### src/rtl/bulk_in_pkg.sv
package bulk_in_pkg;
  typedef enum logic [1:0] {
    RSP_NAK   = 2'b00,
    RSP_DATA  = 2'b01,
    RSP_STALL = 2'b10
  } rsp_e;

  localparam int CSR_RDY        = 0;
  localparam int CSR_SEND_STALL = 4;
  localparam int CSR_SENT_STALL = 5;
  localparam int CSR_CLR_TOG    = 6;
endpackage

### src/rtl/bulk_in_slot_q.sv
module bulk_in_slot_q #(
  parameter int NSLOT = 2,
  parameter int LEN_W = 12,
  localparam int CNT_W = $clog2(NSLOT + 1),
  localparam int PTR_W = (NSLOT > 1) ? $clog2(NSLOT) : 1
) (
  input  logic             clk_i,
  input  logic             rst_ni,
  input  logic             push_i,
  input  logic [LEN_W-1:0] push_len_i,
  input  logic             pop_i,
  output logic [CNT_W-1:0] cnt_o,
  output logic [LEN_W-1:0] head_len_o
);
  logic [LEN_W-1:0] len_q [NSLOT];
  logic [PTR_W-1:0] wr_ptr_q, rd_ptr_q;
  logic [CNT_W-1:0] cnt_q;

  function automatic logic [PTR_W-1:0] nxt(input logic [PTR_W-1:0] p);
    return (p == PTR_W'(NSLOT - 1)) ? '0 : p + 1'b1;
  endfunction

  always_ff @(posedge clk_i or negedge rst_ni) begin
    if (!rst_ni) begin
      wr_ptr_q <= '0;
      rd_ptr_q <= '0;
      cnt_q    <= '0;
    end else begin
      if (push_i) wr_ptr_q <= nxt(wr_ptr_q);
      if (pop_i)  rd_ptr_q <= nxt(rd_ptr_q);
      if (push_i && !pop_i)      cnt_q <= cnt_q + 1'b1;
      else if (pop_i && !push_i) cnt_q <= cnt_q - 1'b1;
    end
  end

  for (genvar g = 0; g < NSLOT; g++) begin : g_slot
    always_ff @(posedge clk_i or negedge rst_ni) begin
      if (!rst_ni)                                  len_q[g] <= '0;
      else if (push_i && wr_ptr_q == PTR_W'(g))     len_q[g] <= push_len_i;
    end
  end

  assign cnt_o      = cnt_q;
  assign head_len_o = len_q[rd_ptr_q];
endmodule

### src/rtl/bulk_in_resp.sv
module bulk_in_resp import bulk_in_pkg::*; #(
  parameter int LEN_W  = 12,
  parameter int MAXP_W = 11
) (
  input  logic              clk_i,
  input  logic              rst_ni,
  input  logic              token_i,
  input  logic              send_stall_i,
  input  logic              have_pkt_i,
  input  logic [LEN_W-1:0]  head_len_i,
  input  logic [MAXP_W-1:0] maxp_i,
  input  logic              ack_i,
  input  logic              timeout_i,
  input  logic              clr_tog_i,
  output logic              stall_hit_o,
  output logic              pop_o,
  output logic              tog_o,
  output logic              rsp_vld_o,
  output logic [1:0]        rsp_o,
  output logic              pid_o,
  output logic [LEN_W-1:0]  len_o,
  output logic              short_o
);
  rsp_e             rsp_q;
  logic             vld_q, pid_q, short_q, tog_q, inflight_q;
  logic [LEN_W-1:0] len_q;
  logic             send_data;

  assign stall_hit_o = token_i && send_stall_i;
  assign send_data   = token_i && !send_stall_i && have_pkt_i;
  assign pop_o       = ack_i && inflight_q;

  always_ff @(posedge clk_i or negedge rst_ni) begin
    if (!rst_ni) begin
      vld_q      <= 1'b0;
      rsp_q      <= RSP_NAK;
      pid_q      <= 1'b0;
      len_q      <= '0;
      short_q    <= 1'b0;
      tog_q      <= 1'b0;
      inflight_q <= 1'b0;
    end else begin
      vld_q <= token_i;
      if (token_i) begin
        rsp_q   <= stall_hit_o ? RSP_STALL : (send_data ? RSP_DATA : RSP_NAK);
        pid_q   <= tog_q;
        len_q   <= send_data ? head_len_i : '0;
        short_q <= send_data && (head_len_i < LEN_W'(maxp_i));
      end
      if (send_data)               inflight_q <= 1'b1;
      else if (ack_i || timeout_i) inflight_q <= 1'b0;
      // clear beats the flip on a same-cycle ack
      if (clr_tog_i)  tog_q <= 1'b0;
      else if (pop_o) tog_q <= ~tog_q;
    end
  end

  assign tog_o     = tog_q;
  assign rsp_vld_o = vld_q;
  assign rsp_o     = rsp_q;
  assign pid_o     = pid_q;
  assign len_o     = len_q;
  assign short_o   = short_q;
endmodule

### src/rtl/bulk_in_tx_ctrl.sv
module bulk_in_tx_ctrl import bulk_in_pkg::*; #(
  parameter int NSLOT  = 2,
  parameter int LEN_W  = 12,
  parameter int MAXP_W = 11,
  parameter int DATA_W = 16,
  localparam int CNT_W = $clog2(NSLOT + 1)
) (
  input  logic              clk_i,
  input  logic              rst_ni,
  input  logic              dbl_buf_en_i,
  input  logic              reg_we_i,
  input  logic              reg_addr_i,
  input  logic [DATA_W-1:0] reg_wdata_i,
  output logic [DATA_W-1:0] reg_rdata_o,
  input  logic [LEN_W-1:0]  load_len_i,
  input  logic              in_token_i,
  input  logic              tx_ack_i,
  input  logic              tx_timeout_i,
  output logic              rsp_valid_o,
  output logic [1:0]        rsp_o,
  output logic              rsp_pid_o,
  output logic [LEN_W-1:0]  rsp_len_o,
  output logic              rsp_short_o,
  output logic              irq_o
);
  logic [MAXP_W-1:0] maxp_q;
  logic              send_stall_q, sent_stall_q, irq_q;
  logic [CNT_W-1:0]  cnt, cap;
  logic [LEN_W-1:0]  head_len;
  logic              csr_we, maxp_we, full, push, pop, clr_tog, stall_hit, tog;
  logic [DATA_W-1:0] csr_rd;
  logic              unused_wdata;

  assign csr_we  = reg_we_i && !reg_addr_i;
  assign maxp_we = reg_we_i &&  reg_addr_i;
  assign cap     = dbl_buf_en_i ? CNT_W'(NSLOT) : CNT_W'(1);
  assign full    = cnt >= cap;
  assign push    = csr_we && reg_wdata_i[CSR_RDY] && !full;
  assign clr_tog = csr_we && reg_wdata_i[CSR_CLR_TOG];
  assign unused_wdata = ^reg_wdata_i;

  bulk_in_slot_q #(.NSLOT(NSLOT), .LEN_W(LEN_W)) u_slot_q (
    .clk_i      (clk_i),
    .rst_ni     (rst_ni),
    .push_i     (push),
    .push_len_i (load_len_i),
    .pop_i      (pop),
    .cnt_o      (cnt),
    .head_len_o (head_len)
  );

  bulk_in_resp #(.LEN_W(LEN_W), .MAXP_W(MAXP_W)) u_resp (
    .clk_i        (clk_i),
    .rst_ni       (rst_ni),
    .token_i      (in_token_i),
    .send_stall_i (send_stall_q),
    .have_pkt_i   (cnt != '0),
    .head_len_i   (head_len),
    .maxp_i       (maxp_q),
    .ack_i        (tx_ack_i),
    .timeout_i    (tx_timeout_i),
    .clr_tog_i    (clr_tog),
    .stall_hit_o  (stall_hit),
    .pop_o        (pop),
    .tog_o        (tog),
    .rsp_vld_o    (rsp_valid_o),
    .rsp_o        (rsp_o),
    .pid_o        (rsp_pid_o),
    .len_o        (rsp_len_o),
    .short_o      (rsp_short_o)
  );

  always_ff @(posedge clk_i or negedge rst_ni) begin
    if (!rst_ni) begin
      maxp_q       <= '0;
      send_stall_q <= 1'b0;
      sent_stall_q <= 1'b0;
      irq_q        <= 1'b0;
    end else begin
      if (maxp_we) maxp_q <= reg_wdata_i[MAXP_W-1:0];
      if (csr_we)  send_stall_q <= reg_wdata_i[CSR_SEND_STALL];
      // hardware set wins over a same-cycle software clear
      if (stall_hit)                                       sent_stall_q <= 1'b1;
      else if (csr_we && !reg_wdata_i[CSR_SENT_STALL])     sent_stall_q <= 1'b0;
      irq_q <= pop || stall_hit || (push && dbl_buf_en_i && cnt == '0);
    end
  end

  always_comb begin
    csr_rd                 = '0;
    csr_rd[CSR_RDY]        = full;
    csr_rd[CSR_SEND_STALL] = send_stall_q;
    csr_rd[CSR_SENT_STALL] = sent_stall_q;
  end

  assign reg_rdata_o = reg_addr_i ? DATA_W'(maxp_q) : csr_rd;
  assign irq_o       = irq_q;
endmodule

### config.mk
export PLATFORM = sky130hd
export DESIGN_NAME = bulk_in_tx_ctrl
export DESIGN_NICKNAME = d
export VERILOG_FILES = /design/src/rtl/bulk_in_pkg.sv /design/src/rtl/bulk_in_slot_q.sv /design/src/rtl/bulk_in_resp.sv /design/src/rtl/bulk_in_tx_ctrl.sv
export SDC_FILE = /design/constraint.sdc
export NUM_CORES = 1
export LEC_CHECK = 0
export ABC_AREA = 1
export BUFFER_PORTS_ARGS = -buffer_cell sky130_fd_sc_hd__buf_2
export CAP_MARGIN = 20
export CORE_AREA = 2 2 78 80
export DETAILED_ROUTE_END_ITERATION = 8
export DIE_AREA = 0 0 80 82
export GPL_TIMING_DRIVEN = 0
export PLACE_DENSITY = 0.77
export SLEW_MARGIN = 20
export SYNTH_ARGS = -nofsm -noshare
export SYNTH_HDL_FRONTEND = slang
export SYNTH_SLANG_ARGS = --single-unit
export TNS_END_PERCENT = 10
### constraint.sdc
create_clock -name clk_i -period 2.25 [get_ports clk_i]
set_input_delay 0.45 -clock clk_i [delete_from_list [all_inputs] [get_ports clk_i]]
set_output_delay 0.45 -clock clk_i [all_outputs]
set_load 0.03 [all_outputs]
-- Word level (Yosys, flattened, before mapping)
Index checks and enable logic that the tools add are counted.
Widths: inputs -> output; s select.
- memories kept: 0
- logic and storage cells: 76
- register bits after elaboration: 61
- bits of input ports: 36
- RAM bits: 0
- bits in read-only memories: 0
- latch bits: 0
- bitwise operators: 3
- reductions and logical operators: 32
- multipliers: 0
- divide/modulo/power cells: 0
- eq/ne operators: 0
- $add $sub $neg: 4
- magnitude comparators: 3
- shift operators: 0
- mux-type cells: 18
- operators with widths (cell ; count):
    $mux 12 ; 4
    $logic_and 1x1->1 ; 17
    $lt 12x11->1 ; 1
    $mux 11 ; 1
    $reduce_bool 2->1 ; 5
    $mux 1 ; 9
    $mux 2 ; 4
    $logic_not 1->1 ; 6
    $logic_or 1x1->1 ; 3
    $add 1x1->1 const B ; 2
    $add 2x1->2 const B ; 1
    $ge 2x2->1 ; 1
    $ge 2x2->1 const B ; 1
    $logic_not 2->1 ; 1
    $not 1->1 ; 2
    $not 1->2 ; 1
    $sub 2x1->2 const B ; 1

-- Logic depth before layout (Yosys ltp)
Gate-level depths: netlist (run 1).
- depth after elaboration: 8
- gate-level depth with buffers: 12
- gate-level depth less buffers: 11

-- Cells and area by module
Synthesis (run 1) repeated with hierarchy kept, for this count alone.
- cells, all modules: 345
- area total of the unflattened synthesis: 3093.0 sq um
- by module, submodules not included (module ; seq. area each (sq um) ; area an instance (sq um) ; times used ; cells an instance):
    bulk_in_slot_q ; 700.7 ; 1295.0 ; 1 ; 125
    bulk_in_resp ; 475.5 ; 1013.5 ; 1 ; 114
    bulk_in_tx_ctrl ; 350.3 ; 784.5 ; 1 ; 106

-- Worst setup path after synthesis (run 1)
Ideal clock, no wire load.
- path type: input-to-reg
- start: input port dbl_buf_en_i
- end: register u_slot_q.cnt_q[1] (netlist: u_slot_q.cnt_o[1])
- setup time: 131 ps
- arrival: 1717 ps
- path buffers: 0
- path slack: 402 ps
- cell stages on the path: 9
- cell sequence: inv_1 > ha_1 > o21ai_1 > nand3_1 > inv_1 > ha_1 > a21oi_1 > o21ai_0 > xor2_1
- cells in the longest elaborated chain, start to end: 7
- elaborated cells on any way between the ends: 9
- classes of those cells: order compare (1); mux (2); reduce/logical (6)
- RTL lines (element ; RTL line ; RTL):
    start: declaration ; bulk_in_tx_ctrl.sv:10 ; input logic dbl_buf_en_i,
    $mux 2 (*) ; bulk_in_tx_ctrl.sv:36 ; assign cap = dbl_buf_en_i ? CNT_W'(NSLOT) : CNT_W'(1);
    $ge 2x2->1 (*) ; bulk_in_tx_ctrl.sv:37 ; assign full = cnt >= cap;
    $logic_not 1->1 (*) ; bulk_in_tx_ctrl.sv:38 ; assign push = csr_we && reg_wdata_i[CSR_RDY] && !full;
    $logic_and 1x1->1 (*) ; bulk_in_tx_ctrl.sv:38 ;
    via push ; bulk_in_tx_ctrl.sv:30 ; logic csr_we, maxp_we, full, push, pop, clr_tog, stall_hit, tog;
    $logic_not 1->1 ; bulk_in_slot_q.sv:32 ; else if (pop_i && !push_i) cnt_q <= cnt_q - 1'b1;
    $logic_and 1x1->1 ; bulk_in_slot_q.sv:32 ;
    $reduce_bool 2->1 (no line) ; -- ;
    end signal: assignment ; bulk_in_slot_q.sv:31 ; if (push_i && !pop_i) cnt_q <= cnt_q + 1'b1;
    end signal: assignment ; bulk_in_slot_q.sv:32 ;
    end: declaration ; bulk_in_slot_q.sv:17 ; logic [CNT_W-1:0] cnt_q;
The timed path passes the listed nets; every way through them passes the cells marked *.
A chain may end at the register's enable or synchronous reset.

-- Worst setup path in the final report (run 1)
- start: register u_slot_q.cnt_q[0] (netlist: u_slot_q.cnt_o[0])
- end: register u_slot_q.cnt_q[1] (netlist: u_slot_q.cnt_o[1])
- cells in the longest elaborated chain, start to end: 6
- elaborated cells on any way between the ends: 11
- classes of those cells: add/sub (2); order compare (1); mux (2); reduce/logical (6)
- RTL lines (element ; RTL line):
    $ge 2x2->1 (*) ; bulk_in_tx_ctrl.sv:37
    $logic_not 1->1 (*) ; bulk_in_tx_ctrl.sv:38
    $logic_and 1x1->1 (*) ; bulk_in_tx_ctrl.sv:38
    via push ; bulk_in_tx_ctrl.sv:30
    $logic_not 1->1 ; bulk_in_slot_q.sv:32
    $logic_and 1x1->1 ; bulk_in_slot_q.sv:32
    $reduce_bool 2->1 (no line) ; --
The timed path passes the listed nets; every way through them passes the cells marked *. The select of a mux whose other input is x is not followed.

==> results.md, run 1 <==
* Status: finished clean
* Initial antenna violation count at 0
* Min Tclk post-route at between 2000 and 2500 ps
* Peak fanout along the critical path at 5
* Fraction of registers with async set/reset at between 90% and 100%
* Final count of pins violating max slew at 0
* Clock latency on the worst-skew pair at between 300 and 400 ps
* I/O pins at 70
* Number of global-route vias before repair at ~2,300
* Die area at 6560 sq um
* Flip-flop and latch count after synthesis at slightly above 60
* Layout cell share with drive strength beyond 1 at 23.1%
* Gp weighted congestion at 0.814
* Vias per cell at a little under 5
* Largest family of logic cells by synthesized area: simple AND/OR/NAND/NOR gates
* Cell taking the most area after synthesis: dfrtp_1
* Sequential-to-total area share from yosys stat at between 50% and 60%
* Root Buffer: clkbuf_8
* CTS resizes at 0
* CP arrival at ~2300 ps
* Overflow after GRT at 0
* Final count of hold timing violations at 0
* Leak pwr at around 0.0020 uW
* Layout Cells excl Fill at 490
* WS Path Type: flip-flop to flip-flop
* RSZ-0062 raised after global routing: false
* Slew HR at 49.4%
* HP Class: input pin to asynchronous set/reset pin
* CTS tree: built
* H-Tree Level Count at 3
* Core Area at between 5000 and 6000 sq um
* Vias at about 2,400
* PwrDens at ~1200 nW/um^2
* Period utilization at 91.7%
* Final setup violating endpoints at 0
* CTS clk-pin slew, worst paths at around 60 ps
* Max Cap Violations at 0
* Dpl hpwl at 4.65 mm
* Global-route wire length before repair at between 10 and 15 mm
* GR Util All Layers at roughly a fifth
* Setup ws final at ~190 ps
* Mean Syn Cell Area at between 8 and 9 sq um
* Final net count at between 400 and 500
* Yosys cell types at 28
* DR pass1 iterations at 4
* Final wirelength at 6.34 mm
* EDFF count, synth at 0
* Number of synthesis warnings at 0
* Layout Skew at roughly 4.5 ps
* Placed Cells at between 400 and 500
* DRC errors left at 0
* Top_reg_cell synth: dfrtp_1
* Chip width at 80 um
* Post-Synth Simple-Gate Area at between 10% and 20%
* Worst slack, placed at roughly 120 ps
* Final worst hold slack at roughly 170 ps
* N_diodes at 0
* Mux share of post-synthesis cell area at 0%
* Starting density of the core at between 50% and 60%
* Die Y at 82 um
* Max Fclk at between 400 and 500 MHz
* Total CTS buffers at 9
* Data required time of the critical path at between 2000 and 2500 ps
* Setup TNS at 0 ps
* CTS max path bufs at 2
* Final antenna-violating net count at 0
* Synth Area in Compound Gates at between 10% and 20%
* First-iteration detailed-routing DRC count at roughly 110
* Area grow syn2layout at 19.6%
* Clock Sinks at between 60 and 70
* Worst-Margin Slew at roughly 760 ps
* Setup Buffers After CTS at 0
* Post-synthesis xor/xnor area fraction at 0.896%
* Pin count of the biggest net entering global routing at a little over 60
* CP Launch Type: flip-flop
* Critical path capture point type: flip-flop
* Row cnt at 28
* Final Util at around three fifths
* Synth top area share at a little over half
* Main area contributors after synthesis: dfrtp_1 52%, nand2_1 13%, inv_1 6.3%
* Post-Syn Instances at 337
* Routed len/inst at 12.9 um
* VDD IR max at 594 uV
* Area of the mapped netlist at a little under 3000 sq um
* Post-synthesis adder-cell area fraction at 5.54%
* I/O Buffers at just under 60
==> layout by cell type (no fill, tap or decap), types with 3 or more instances in the layout <==
cell type,n
clkbuf_8,11
dfrtp_1,61
buf_6,3
o21ai_0,21
a22o_1,10
ha_1,13
nand3_1,7
nor2_1,14
nand4_1,4
buf_2,59
clkbuf_1,10
conb_1,5
a21oi_1,13
nand2_1,99
o21ai_2,12
inv_1,49
buf_4,6
==> cells by family after synthesis <==
logic type / count (synthesis)
simple gates: 128
flops: 61
compound gates: 63
fa+ha+maj: 13
buf+inv: 68
xor+xnor: 3
other cells: 1
==> path summary, 6_finish.rpt <==
path                                      end  cells after the start  slack (ps)         startpoint
setup reg to reg            u_slot_q.cnt_o[1]                      9         190  u_slot_q.cnt_o[0]
hold / removal             u_slot_q.len_q[15]                      1         170             rst_ni
min in group clk_i           u_resp.rsp_vld_o                      1         280         in_token_i
setup / recovery            u_slot_q.cnt_o[1]                      9         190  u_slot_q.cnt_o[0]
hold reg to reg               u_resp.len_o[0]                      1         480    u_resp.len_o[0]
max in group asynchronous      u_resp.short_o                      1        1570             rst_ni
==> area by class of cell <==
type / instances / area (sq um)
Inverter: 52 / 195
Tap cell: 75 / 93.8
Multi-Input combinational cell: 212 / 1120
Clock inverter: 1 / 5.00
Clock buffer: 15 / 166
Fill cell: 543 / 2240
Timing Repair Buffer: 59 / 298
Sequential cell: 61 / 1530
Buffer: 15 / 98.8
==> sequential cells by signal (all words and copies together), names as in the netlist <==
register           count
irq_o                  1
maxp_q                11
send_stall_q           1
sent_stall_q           1
u_resp.inflight_q      1
u_resp.len_o          12
u_resp.pid_o           1
u_resp.rsp_o           2
u_resp.rsp_vld_o       1
u_resp.short_o         1
u_resp.tog_o           1
u_slot_q.cnt_o         2
u_slot_q.len_q        24
u_slot_q.rd_ptr_q      1
u_slot_q.wr_ptr_q      1
==> routing by layer <==
layer  vias to the layer above  share of wire, %  GRT usage [%]
li1                       1198                 -              -
met1                      1120                45           26.7
met2                        55                47           34.5
met3                        15               5.0           4.84
met4                         0               2.3           8.98
met5                         -                 0              0
==> synth_stat cells (3+ instances only) <==
cell and n:
nand2_1 99, dfrtp_1 61, inv_1 49, o21ai_0 21
nor2_1 14, a21oi_1 13, ha_1 13, o21ai_2 12
a22o_1 10, clkbuf_1 7, nand3_1 7, buf_4 5
nand4_1 4, buf_6 3
==> stage by stage <==
step           area [sq um]  total power, uW
2_1_floorplan          2950             2910
3_3_place_gp           3340             3310
3_5_place_dp           3340             3390
4_1_cts                3510             4260
5_1_grt                3510             4550
6_report               3510             4230
==> where the power goes <==
group | internal (uW) | total, uW | switching (uW)
clock network | 460 | 872 | 411
logic | 579 | 1640 | 1060
registers | 1490 | 1720 | 230
total | 2530 | 4230 | 1710
==> timing repair <==
item | 4_1_cts | 5_1_grt
endpoints found under the setup margin | 0 | 1
hold buffers | 0 | 0
hold endpoints to repair | 0 | 0
==> worst max-delay path, stage by stage (launching register included) <==
cell	delay, ps
dfrtp_1	400
inv_1	130
ha_1	250
o21ai_1	170
nand3_1	170
inv_1	150
ha_1	270
a21oi_1	130
o21ai_0	120
xor2_1	150
Power figures use the tool's default switching activity.
==> run 2, diff against run 1 <==
- BUFFER_PORTS_ARGS: -buffer_cell sky130_fd_sc_hd__buf_2 -> -buffer_cell sky130_fd_sc_hd__buf_4
==> results.md, run 2 (synthesis results as in run 1) <==
* Max FFs per register at 24
* Sequential fraction of design power at 39.7%
* Starting density of the core at between 50% and 60%
* Period utilization at 89.3%
* Final worst hold slack at about 190 ps
* Chip width at around 80 um
* CTS resizes at 0
* Pin count of the biggest net entering global routing at 62
* Slowest CP cell: dfrtp_1
* Slew HR at around 50%
* Layout Skew at approximately 6.4 ps
* DR pass1 iterations at 6
* Die Y at ~82 um
* CTS clk-pin slew, worst paths at around 70 ps
* Sequential cell area at approximately 1500 sq um
* I/O pins at 70
* Dpl hpwl at 4.75 mm
* Number of global-route vias before repair at about 2,300
* Layout cell share with drive strength beyond 1 at 23.9%
* Setup TNS at 0 ps
* Critical path, cell by cell: inv_1 -> ha_1 -> o21ai_1 -> nand3_1 -> inv_1 -> ha_1 -> a21oi_1 -> o21ai_0 -> xor2_1
* Core Area at 5750 sq um
* Combinational share of power at between 40% and 50%
* CP Launch Type: flip-flop
* Clock latency on the worst-skew pair at approximately 330 ps
* Die area at 6560 sq um
* Data required time of the critical path at 2460 ps
* Routed len/inst at about 13 um
* Worst-Margin Slew at about 750 ps
* HP Class: input pin to asynchronous set/reset pin
* First-iteration detailed-routing DRC count at 91
* Overflow after GRT at 0
* Hold_buf cts at 0
* Final net count at 459
* CTS max path bufs at 2
* Initial antenna violation count at 0
* Final wirelength at around 6.3 mm
* H-Tree Level Count at 3
* Gp weighted congestion at 0.860
* GRT met2 Usage at between 30% and 40%
* Max Cap Violations at 0
* Most frequent cells in the layout: 99 x nand2_1, 64 x buf_4, 61 x dfrtp_1
* Peak fanout along the critical path at 5
* Final count of pins violating max slew at 0
* WS Path Type: flip-flop to flip-flop
* CP arrival at between 2000 and 2500 ps
* Clock power frac at about a fifth
* Root Buffer: clkbuf_8
* Clock Sinks at just over 60
* Max Fclk at 497 MHz
* PwrDens at roughly 1200 nW/um^2
* Sw power at approximately 1700 uW
* CP peak stage delay at approximately 380 ps
* Status: finished clean
* Area grow syn2layout at 24.7%
* Vias at 2,386
* Cell internal pwr at 2620 uW
* RSZ-0062 raised after global routing: false
* Global-route wire length before repair at 10.5 mm
* GRT busiest layer: met2
* Final setup violating endpoints at 0
* DRC errors left at 0
* Fillers at 500
* Critical path capture point type: flip-flop
* Final count of hold timing violations at 0
* Largest reg by FF count: u_slot_q.len_q
* I/O Buffers at a little under 60
* Total CTS buffers at 9
* N_diodes at 0
* Final antenna-violating net count at 0
* Switch share at 39.6%
* Multi-input gate area at approximately 1100 sq um
* Setup Buffers After CTS at 0
* Min Tclk post-route at just over 2000 ps
* Row cnt at 28
* CTS tree: built
* VDD IR max at just under 600 uV
* Most common cell after layout, fill and taps aside: nand2_1
* GR Util All Layers at between 20% and 30%
* Vias per cell at 4.87
* GR Util met3 at 5.05%
* GRT met1 Usage at between 20 and 30%
* Leak pwr at around 0.0021 uW
-- run 2: worst max-delay path, delay by kind of cell, from the launching register on --
family          cells  cell delay (ps)
xor+xnor            1              150
flops               1              380
buf+inv             2              280
fa+ha+maj           2              520
compound gates      3              400
simple gates        1              150
-- run 2: cell type report --
| type | instances | share of cell area, % |
|---|---|---|
| Clock buffer | 12 | 4.24 |
| Multi-Input combinational cell | 212 | 30.7 |
| Timing Repair Buffer | 59 | 12.1 |
| Buffer | 15 | 2.70 |
| Inverter | 52 | 5.33 |
| Tap cell | 75 | 2.56 |
| Clock inverter | 4 | 0.615 |
| Sequential cell | 61 | 41.7 |
-- run 2: worst paths after layout --
kind	start	endpoint	slack, ps	depth (start not counted)
min reg2reg	u_slot_q.cnt_o[0]	u_slot_q.cnt_o[0]	470	1
max	u_slot_q.cnt_o[0]	u_slot_q.cnt_o[1]	240	9
max in group asynchronous	rst_ni	u_resp.len_o[6]	1570	1
min	rst_ni	u_slot_q.len_q[13]	190	1
min in group clk_i	in_token_i	u_resp.rsp_vld_o	260	1
max reg2reg	u_slot_q.cnt_o[0]	u_slot_q.cnt_o[1]	240	9
-- run 2: power by group through the flow --
| stage | Combinational [uW] | Sequential, uW | Clock [uW] |
|---|---|---|---|
| 2_1_floorplan | 992 | 1910 | 0 |
| 5_1_grt | 1950 | 1770 | 942 |
| 6_report | 1750 | 1720 | 864 |
| 3_3_place_gp | 1690 | 1720 | 0 |
| 4_1_cts | 1770 | 1720 | 877 |
| 3_5_place_dp | 1760 | 1740 | 0 |
-- run 2: per-layer routing --
| metal | vias up | part of all wire (%) |
|---|---|---|
| li1 | 1202 | - |
| met3 | 9 | 4.1 |
| met2 | 49 | 49 |
| met5 | - | 0 |
| met4 | 0 | 1.4 |
| met1 | 1126 | 45 |
-- run 2: per-stage QoR --
stage | cells | worst slack, ps | cell area [sq um] | power, uW | utilization [%]
2_1_floorplan | 341 | 402 | 2950 | 2910 | -
3_3_place_gp | 475 | 188 | 3490 | 3410 | 60.7
3_5_place_dp | 475 | 138 | 3490 | 3500 | 60.7
4_1_cts | 491 | 143 | 3660 | 4370 | 63.8
5_1_grt | 490 | 95.0 | 3660 | 4660 | 63.7
6_report | 490 | 240 | 3660 | 4330 | 63.7
==> run 3, diff against run 2 <==
- CORE_AREA: 2 2 78 80 -> 2 2 102 104
- DIE_AREA: 0 0 80 82 -> 0 0 104 106
- PLACE_DENSITY: 0.77 -> not set
==> results.md, run 3 (synthesis results as in run 1) <==
* Setup ws final at ~240 ps
* Final count of hold timing violations at 0
* Final setup violating endpoints at 0
* Initial antenna violation count at 0
* Dpl hpwl at around 5.1 mm
* Gp weighted congestion at ~0.8
* CTS tree: built
* DR pass1 iterations at 6
* Clock latency on the worst-skew pair at approximately 340 ps
* Layout Skew at approximately 6.9 ps
* Max Fclk at around 500 MHz
* Slew HR at 49.2%
* Worst slack, placed at 125 ps
* CTS max path bufs at 2
* Die area at 11,000 sq um
* VDD IR max at 278 uV
* Most common cell after layout, fill and taps aside: nand2_1
* Vias per cell at between 4 and 5
* Setup TNS at 0 ps
* Largest reg by FF count: u_slot_q.len_q
* DRC errors left at 0
* I/O Buffers at a little under 60
* Worst-Margin Slew at 762 ps
* Critical path capture point type: flip-flop
* Pin count of the biggest net entering global routing at 62
* I/O pins at 70
* Chip width at about 100 um
* Setup Buffers After CTS at 0
* Hold_buf cts at 0
* PwrDens at 1210 nW/um^2
* CP arrival at 2230 ps
* Starting density of the core at between 20% and 30%
* Area grow syn2layout at 28.9%
* Overflow after GRT at 0
* Max Cap Violations at 0
* Die Y at between 100 and 150 um
* Vias at ~2,400
* Global-route wire length before repair at between 10 and 15 mm
* HP Class: input pin to asynchronous set/reset pin
* Clock Sinks at 61
* H-Tree Level Count at 3
* Peak fanout along the critical path at 5
* Final antenna-violating net count at 0
* Routed len/inst at 12.5 um
* Final count of pins violating max slew at 0
* R2R cell count at 9
* Max FFs per register at 24
* Period utilization at 89.5%
* Leak pwr at slightly above 0.002 uW
* WS Path Type: flip-flop to flip-flop
* Final wirelength at approximately 7 mm
* N_diodes at 0
* Most frequent cells in the layout: 99 x nand2_1, 64 x buf_4, 61 x dfrtp_1
* Layout cell share with drive strength beyond 1 at around 24%
* Total CTS buffers at 9
* Final net count at approximately 460
* Core Area at between 9000 and 10,000 sq um
* GR Util All Layers at between 10% and 20%
* CTS clk-pin slew, worst paths at roughly 70 ps
* RSZ-0062 raised after global routing: false
* Min Tclk post-route at approximately 2000 ps
* CP Launch Type: flip-flop
* Number of global-route vias before repair at roughly 2,300
* First-iteration detailed-routing DRC count at between 100 and 150
* Data required time of the critical path at around 2500 ps
* Status: finished clean
* Root Buffer: clkbuf_8
* Row cnt at 37
==> run 3: changes by cell type in the layout (fill, tap and decap cells not counted), sizes merged <==
cell and change:
clkbuf -2, bufinv +2
==> run 3: routing by layer <==
layer	GRT usage (%)	vias to the layer above	part of all wire, %
li1	-	1204	-
met5	0	-	0
met2	20.6	60	46
met1	17.8	1123	47
met3	4.23	6	5.3
met4	4.34	0	1.0
==> run 3: report_power, final <==
part	internal (uW)	leakage [uW]	switching [uW]
Clock	651	0.000112	442
Sequential	1490	0.000762	236
Combinational	670	0.00121	1080
Total	2810	0.00208	1760
==> run 3: critical path, cell delays in order, from the launching register on <==
cell     delay [ps]
dfrtp_1         390
inv_1           130
ha_1            240
o21ai_1         170
nand3_1         140
inv_1           150
ha_1            270
a21oi_1         130
o21ai_0         120
xor2_1          160
==> run 3: area by class of cell <==
class	count	area [sq um]
Fill cell	1060	6220
Sequential cell	61	1530
Multi-Input combinational cell	212	1120
Timing Repair Buffer	59	443
Inverter	52	195
Tap cell	136	170
Clock buffer	10	138
Buffer	15	98.8
Clock inverter	6	86.3
==> run 3: path summary, 6_finish.rpt <==
path,start,slack [ps],endpoint
setup / recovery,u_slot_q.cnt_o[0],240,u_slot_q.cnt_o[1]
hold / removal,rst_ni,180,u_resp.pid_o
setup reg to reg,u_slot_q.cnt_o[0],240,u_slot_q.cnt_o[1]
hold reg to reg,u_slot_q.cnt_o[0],470,u_slot_q.cnt_o[0]
max in group asynchronous,rst_ni,1570,u_slot_q.len_q[9]
min in group clk_i,in_token_i,250,u_resp.rsp_vld_o
==> run 3: repair_timing <==
item                                    4_1_cts  5_1_grt
endpoints found under the setup margin        0        1
hold endpoints to repair                      0        0
resized for setup                             0        0
==> run 3: stage by stage <==
stage          utilization (%)  cell area [sq um]  hold WS (ps)  instances  power, uW
2_1_floorplan                -               2950           154        341       2910
3_3_place_gp              35.6               3560           459        536       3450
3_5_place_dp              35.6               3560           463        536       3510
4_1_cts                   37.9               3790           212        552       4610
5_1_grt                   37.8               3780           241        551       4900
6_report                  37.8               3780           182        551       4570
